<file path="config.mk">
export PLATFORM = sky130hd
export DESIGN_NAME = cardlink_monitor
export DESIGN_NICKNAME = d
export VERILOG_FILES = /design/src/rtl/cardlink_pkg.sv /design/src/rtl/cl_sync.sv /design/src/rtl/cl_event_arb.sv /design/src/rtl/cl_deser.sv /design/src/rtl/cardlink_monitor.sv
export SDC_FILE = /design/constraint.sdc
export NUM_CORES = 1
export LEC_CHECK = 0
export BUFFER_PORTS_ARGS = -buffer_cell sky130_fd_sc_hd__buf_2
export CORE_MARGIN = 4
export CORE_UTILIZATION = 55
export DETAILED_ROUTE_END_ITERATION = 8
export PLACE_DENSITY = 0.82
export SYNTH_ARGS = -nofsm -noshare
export SYNTH_HDL_FRONTEND = slang
export SYNTH_SLANG_ARGS = --single-unit
</file>
<file path="constraint.sdc">
create_clock -name clk -period 1.8 [get_ports clk]
set_input_delay 0.09 -clock clk [delete_from_list [all_inputs] [get_ports clk]]
set_output_delay 0.09 -clock clk [all_outputs]
set_load 0.02 [all_outputs]
</file>
<file path="src/rtl/cardlink_pkg.sv">
package cardlink_pkg;

  // Line indices inside the synchronized line vector.
  localparam int LN_RST = 0;
  localparam int LN_CLK = 1;
  localparam int LN_IO  = 2;
  localparam int LINES  = 3;

  typedef enum logic [1:0] {
    TAG_ATR  = 2'b00,
    TAG_CMD  = 2'b01,
    TAG_DATA = 2'b10
  } tag_e;

  typedef enum logic [2:0] {
    EV_NONE  = 3'd0,
    EV_RESET = 3'd1,
    EV_BIT   = 3'd2,
    EV_START = 3'd3,
    EV_STOP  = 3'd4
  } ev_e;

  // Class of the bytes that follow an event.
  function automatic tag_e f_tag_after(ev_e ev, tag_e cur);
    tag_e t;
    case (ev)
      EV_RESET: t = TAG_ATR;
      EV_START: t = TAG_CMD;
      EV_STOP:  t = TAG_DATA;
      default:  t = cur;
    endcase
    return t;
  endfunction

  // True for the events that restart byte assembly.
  function automatic logic f_is_boundary(ev_e ev);
    return (ev == EV_RESET) || (ev == EV_START) || (ev == EV_STOP);
  endfunction

endpackage

</file>
<file path="src/rtl/cl_sync.sv">
module cl_sync #(
  parameter int LINES  = 3,
  parameter int STAGES = 2
) (
  input  logic             clk,
  input  logic             rst,
  input  logic [LINES-1:0] raw_i,
  output logic [LINES-1:0] lvl_o,
  output logic [LINES-1:0] prv_o
);

  localparam int TOP = STAGES - 1;

  for (genvar g = 0; g < LINES; g++) begin : g_line
    logic [STAGES-1:0] chain_q;
    logic              prev_q;

    always_ff @(posedge clk) begin
      if (rst) begin
        chain_q <= '0;
        prev_q  <= 1'b0;
      end else begin
        chain_q <= {chain_q[STAGES-2:0], raw_i[g]};
        prev_q  <= chain_q[TOP];
      end
    end

    assign lvl_o[g] = chain_q[TOP];
    assign prv_o[g] = prev_q;
  end

endmodule

</file>
<file path="src/rtl/cl_event_arb.sv">
module cl_event_arb
  import cardlink_pkg::*;
(
  input  logic             clk,
  input  logic             rst,
  input  logic [LINES-1:0] lvl_i,
  input  logic [LINES-1:0] prv_i,
  output ev_e              ev_o
);

  logic cond_reset;
  logic cond_bit;
  logic cond_start;
  logic cond_stop;

  assign cond_reset = lvl_i[LN_RST] & ~prv_i[LN_RST];
  assign cond_bit   = ~lvl_i[LN_RST] & lvl_i[LN_CLK] & ~prv_i[LN_CLK];
  assign cond_start = lvl_i[LN_CLK] & ~lvl_i[LN_IO] & prv_i[LN_IO];
  assign cond_stop  = lvl_i[LN_CLK] & lvl_i[LN_IO] & ~prv_i[LN_IO];

  always_comb begin
    if (cond_reset)      ev_o = EV_RESET;
    else if (cond_bit)   ev_o = EV_BIT;
    else if (cond_start) ev_o = EV_START;
    else if (cond_stop)  ev_o = EV_STOP;
    else                 ev_o = EV_NONE;
  end

  // no bit is taken while the card reset level is high
  assert_bit_gated_R2: assert property (@(posedge clk) disable iff (rst)
    (ev_o == EV_BIT) |-> !lvl_i[LN_RST]);

  // a clock rise outranks a same-cycle data-line edge
  assert_bit_wins_R7: assert property (@(posedge clk) disable iff (rst)
    (cond_bit && !cond_reset) |-> (ev_o == EV_BIT));

endmodule

</file>
<file path="src/rtl/cl_deser.sv">
module cl_deser
  import cardlink_pkg::*;
#(
  parameter int DATA_W = 8
) (
  input  logic              clk,
  input  logic              rst,
  input  ev_e               ev_i,
  input  logic              io_lvl_i,
  output logic              byte_valid_o,
  output logic [DATA_W-1:0] byte_data_o,
  output logic [1:0]        byte_tag_o,
  output logic              evt_reset_o,
  output logic              evt_start_o,
  output logic              evt_stop_o,
  output logic              frame_err_o
);

  localparam int CNT_W = (DATA_W > 1) ? $clog2(DATA_W) : 1;
  localparam logic [CNT_W-1:0] LAST = CNT_W'(DATA_W - 1);

  function automatic logic [DATA_W-1:0] f_insert(logic [DATA_W-1:0] acc,
                                                 logic [CNT_W-1:0] idx,
                                                 logic b);
    logic [DATA_W-1:0] r;
    r = acc;
    r[idx] = b;
    return r;
  endfunction

  logic [CNT_W-1:0]  cnt_q;
  logic [DATA_W-1:0] acc_q;
  tag_e              tag_q;
  logic [DATA_W-1:0] acc_next;
  logic              last_bit;
  logic              boundary;

  assign acc_next = f_insert(acc_q, cnt_q, io_lvl_i);
  assign last_bit = (ev_i == EV_BIT) && (cnt_q == LAST);
  assign boundary = f_is_boundary(ev_i);

  always_ff @(posedge clk) begin
    if (rst) begin
      cnt_q        <= '0;
      acc_q        <= '0;
      tag_q        <= TAG_ATR;
      byte_valid_o <= 1'b0;
      byte_data_o  <= '0;
      byte_tag_o   <= TAG_ATR;
      evt_reset_o  <= 1'b0;
      evt_start_o  <= 1'b0;
      evt_stop_o   <= 1'b0;
      frame_err_o  <= 1'b0;
    end else begin
      byte_valid_o <= 1'b0;
      evt_reset_o  <= (ev_i == EV_RESET);
      evt_start_o  <= (ev_i == EV_START);
      evt_stop_o   <= (ev_i == EV_STOP);
      frame_err_o  <= boundary && (cnt_q != '0);
      tag_q        <= f_tag_after(ev_i, tag_q);
      if (boundary) begin
        cnt_q <= '0;
        acc_q <= '0;
      end else if (last_bit) begin
        byte_valid_o <= 1'b1;
        byte_data_o  <= acc_next;
        byte_tag_o   <= tag_q;
        cnt_q        <= '0;
        acc_q        <= '0;
      end else if (ev_i == EV_BIT) begin
        acc_q <= acc_next;
        cnt_q <= cnt_q + 1'b1;
      end
    end
  end

  // a reset event restores the answer-to-reset class and bit 0
  assert_reset_tag_R1: assert property (@(posedge clk) disable iff (rst)
    (ev_i == EV_RESET) |=> (tag_q == TAG_ATR && cnt_q == '0));

  // a byte strobe only follows a sampled bit and leaves the count at 0
  assert_byte_after_bit_R4: assert property (@(posedge clk) disable iff (rst)
    byte_valid_o |-> ($past(ev_i) == EV_BIT && cnt_q == '0));

  // a start event selects the command class
  assert_start_tag_R5: assert property (@(posedge clk) disable iff (rst)
    (ev_i == EV_START) |=> (tag_q == TAG_CMD && cnt_q == '0));

  // a stop event selects the response-data class
  assert_stop_tag_R6: assert property (@(posedge clk) disable iff (rst)
    (ev_i == EV_STOP) |=> (tag_q == TAG_DATA && cnt_q == '0));

  // at most one output pulse per cycle
  assert_one_pulse_R7: assert property (@(posedge clk) disable iff (rst)
    $onehot0({byte_valid_o, evt_reset_o, evt_start_o, evt_stop_o}));

  // the framing flag only accompanies a line event
  assert_frame_with_event_R8: assert property (@(posedge clk) disable iff (rst)
    frame_err_o |-> (evt_reset_o || evt_start_o || evt_stop_o));

  // monitor reset clears outputs and state
  assert_reset_state_R9: assert property (@(posedge clk)
    rst |=> (!byte_valid_o && !frame_err_o && cnt_q == '0 && tag_q == TAG_ATR));

endmodule

</file>
<file path="src/rtl/cardlink_monitor.sv">
module cardlink_monitor
  import cardlink_pkg::*;
#(
  parameter int DATA_W      = 8,
  parameter int SYNC_STAGES = 2
) (
  input  logic              clk,
  input  logic              rst,
  input  logic              card_rst_i,
  input  logic              card_clk_i,
  input  logic              card_io_i,
  output logic              byte_valid_o,
  output logic [DATA_W-1:0] byte_data_o,
  output logic [1:0]        byte_tag_o,
  output logic              evt_reset_o,
  output logic              evt_start_o,
  output logic              evt_stop_o,
  output logic              frame_err_o
);

  logic [LINES-1:0] raw;
  logic [LINES-1:0] lvl;
  logic [LINES-1:0] prv;
  ev_e              ev;

  always_comb begin
    raw         = '0;
    raw[LN_RST] = card_rst_i;
    raw[LN_CLK] = card_clk_i;
    raw[LN_IO]  = card_io_i;
  end

  cl_sync #(
    .LINES  (LINES),
    .STAGES (SYNC_STAGES)
  ) u_sync (
    .clk   (clk),
    .rst   (rst),
    .raw_i (raw),
    .lvl_o (lvl),
    .prv_o (prv)
  );

  cl_event_arb u_arb (
    .clk   (clk),
    .rst   (rst),
    .lvl_i (lvl),
    .prv_i (prv),
    .ev_o  (ev)
  );

  cl_deser #(
    .DATA_W (DATA_W)
  ) u_deser (
    .clk          (clk),
    .rst          (rst),
    .ev_i         (ev),
    .io_lvl_i     (lvl[LN_IO]),
    .byte_valid_o (byte_valid_o),
    .byte_data_o  (byte_data_o),
    .byte_tag_o   (byte_tag_o),
    .evt_reset_o  (evt_reset_o),
    .evt_start_o  (evt_start_o),
    .evt_stop_o   (evt_stop_o),
    .frame_err_o  (frame_err_o)
  );

endmodule

</file>
==> flow_metrics.tcl <==
set metrics [dict create \
    status "completed" \
    grt_overflow 0 \
    post-route-period-util_pct 95.3 \
    skew_ns 0.00781 \
    synth_ff_type "dfxtp_1" \
    routed_wl_um 3200 \
    numCtsBuffers 5 \
    cts_tree "done" \
    die_x_um 60.9 \
    cp-end-kind "flip-flop" \
    holdCritStartpoint "rst" \
    postCtsSetupBuffers 0 \
    clock.fmax_mhz 583 \
    yosysUniqueCellTypes 28 \
    p_leak_uw 0.000731 \
    cts_sinks 37 \
    vias_per_cell 5.82 \
    arrival_ns 1.99 \
    hold_viol 0 \
    critPathKind "flip-flop to flip-flop" \
    tightest_slew_ns 0.422 \
    drive_gt1_share_pct 22.1 \
    grt_first_pass_wirelength_um 5370 \
    die_y_um 60.9 \
    synth_seq_area_share_pct 48.2 \
    first_global_vias 1207 \
    fill_cells 195 \
    synth-xor-area-share_pct 0.570 \
    start_kind "flip-flop" \
    die-area_um2 3710 \
    hold_depth 2 \
    place_congestion 0.803 \
    drc 0 \
    syn_nets 171 \
    final_cell_mix "dfxtp_1 (37), buf_2 (19), a21oi_1 (14), o21ai_0 (11), nor2b_1 (11)" \
    power_density_nw_per_um2 834 \
    area_delta_synth_final_pct 17.6 \
    root_buffer "clkbuf_4" \
    nNetsFinal 197 \
    synthCells 163 \
    rsz0062_at_grt "no" \
    reg2reg_depth 6 \
    design.core.area_um2 2570 \
    cap_violations 0 \
    num_rows 18 \
    vias 1280 \
    yosysWarnings 0 \
    antenna_found_initial 0 \
    diodes 0 \
    track_usage_pct 20.2 \
    synth_top_family_by_area "simple AND/OR/NAND/NOR gates" \
    grt_max_degree 20 \
    power_uw 1510 \
    r2r_end "u_deser.acc_q[5]" \
    finalCriticalPeriod_ns 1.72 \
    clk_pin_slew_worst_paths_ns 0.11 \
    num_io_pins 20 \
    wire_per_inst_um 14.5 \
    synth_edf_count 0 \
    r2r_start "u_deser.cnt_q[0]" \
    ant_nets 0 \
    critPathMaxFanout 12 \
    h-tree-depth 2 \
    ir_worst_vdd_uv 688 \
    port_buffers 19 \
    hold_end "u_sync.g_line[1].chain_q[1]" \
    slew-limit-headroom_pct 71.5 \
    place_hpwl_um 2140 \
    firstDrtPassIters 4 \
    tns_ns 0 \
    netlist_area_um2 1540 \
    cts_max_path_buffers 2 \
    clk_latency_ns 0.34 \
    worstPathRequired_ns 2.08 \
    synthSimpleGateAreaFrac_pct 24.7 \
    synth_fa_ha_area_share_pct 2.44 \
    synth.avg_cell_area_um2 9.43 \
    r2r_slack_ns 0.08 \
    synthMuxAreaShare_pct 7.24 \
    hold_class "input port to flip-flop" \
    final_common_cell "dfxtp_1" \
    initial_core_util_pct 59.9 \
    drt-initial-drc-count 48 \
    synthArstFlopShare_pct 0 \
    maxSlewViolCount 0 \
    synth-seq-cells 37 \
    finalSetupViolCount 0 \
    synth-compound-area-share_pct 12.9 \
]
==> synthesized netlist by cell type (all sizes together) (2+ instances only) <==
cell	number	area, µm²
a21oi	14	70.1
a31oi	8	50.1
and3	2	12.5
buf	5	25.0
clkbuf	7	26.3
dfxtp	37	741
ha	3	37.5
inv	3	11.3
mux2i	10	100
nand2	10	37.5
nand2b	2	12.5
nand3	5	25.0
nand3b	8	60.1
nand4b	2	17.5
nor2	4	15.0
nor2b	11	68.8
nor3b	4	30.0
o211ai	3	22.5
o21ai	11	55.1
or3b	8	72.6
==> worst max-delay path, stage by stage (launching register included) <==
cell and delay (ns):
dfxtp_1 0.34, ha_1 0.19, ha_1 0.19, buf_4 0.17, nor2b_1 0.23, or3b_1 0.38
a31oi_1 0.15
==> through the flow <==
stage               worst slack [ns]  cells  area, µm²  utilization, %  hold WS, ns
global placement               0.267    209       1690            65.9        0.297
finish                        0.0837    220       1810            70.4       0.0838
detailed placement             0.117    209       1690            65.9        0.303
floorplan                      0.266    163       1540               -        0.162
CTS                            0.110    220       1810            70.4       0.0731
global route                  0.0168    220       1810            70.4       0.0831
==> layer usage <==
layer | global-route usage (%) | vias to the layer above | routed length [µm]
met5 | 0 | - | 0
met4 | 10.2 | 0 | 78
met3 | 7.23 | 11 | 259
met2 | 31.3 | 52 | 1520
met1 | 24.6 | 589 | 1340
li1 | - | 628 | -
==> cell type report <==
type | instances | area, µm² | share of cell area [%]
clock buffer | 7 | 55.1 | 3.04
clock inverter | 1 | 30.0 | 1.66
inverter | 3 | 11.3 | 0.623
multi-input combinational | 111 | 741 | 41.0
sequential | 37 | 741 | 41.0
tap | 30 | 37.5 | 2.08
timing repair buffer | 31 | 193 | 10.7
==> report_power, final <==
part / internal [µW] / switching (µW)
Combinational: 31.5 / 38.8
Sequential: 829 / 8.30
Clock: 332 / 269
Total: 1190 / 316
==> worst max path at each step <==
| stage | cells after the start | slack [ns] | start | endpoint |
|---|---|---|---|---|
| 5_1_grt | 6 | 0.02 | u_deser.cnt_q[1] | u_deser.byte_tag_o[0] |
| 6_report | 6 | 0.08 | u_deser.cnt_q[0] | u_deser.acc_q[5] |
| 4_1_cts | 6 | 0.11 | u_deser.cnt_q[0] | u_deser.acc_q[5] |
| 2_1_floorplan | 7 | 0.27 | u_deser.cnt_q[0] | u_deser.byte_data_o[6] |
| 3_5_place_dp | 6 | 0.12 | u_deser.cnt_q[0] | u_deser.acc_q[5] |
| 3_3_place_gp | 6 | 0.27 | u_deser.cnt_q[1] | u_deser.acc_q[3] |
==> state kept, by name, indices dropped and copies added (netlist names) <==
signal,cells
u_deser.byte_valid_o,1
u_deser.frame_err_o,1
u_deser.evt_reset_o,1
u_deser.byte_tag_o,2
u_deser.evt_start_o,1
u_deser.acc_q,8
u_deser.evt_stop_o,1
u_sync.g_line.prev_q,3
u_sync.g_line.chain_q,6
u_deser.cnt_q,3
u_deser.byte_data_o,8
u_deser.tag_q,2
==> cells by family after synthesis <==
kind of cell	after synthesis
adders and majority gates	3
xor gates and xnor gates	1
buffers and inverters	15
AOI/OAI and AO/OA	36
muxes	11
and+or+nand+nor	60
DFF	37
==> what timing repair did <==
action,CTS,global route
gates resized for setup,0,0
setup endpoints to repair,0,0
hold buffers,3,0
endpoints found under the hold margin,3,0
Note: power is estimated with default switching activity, not from simulation.
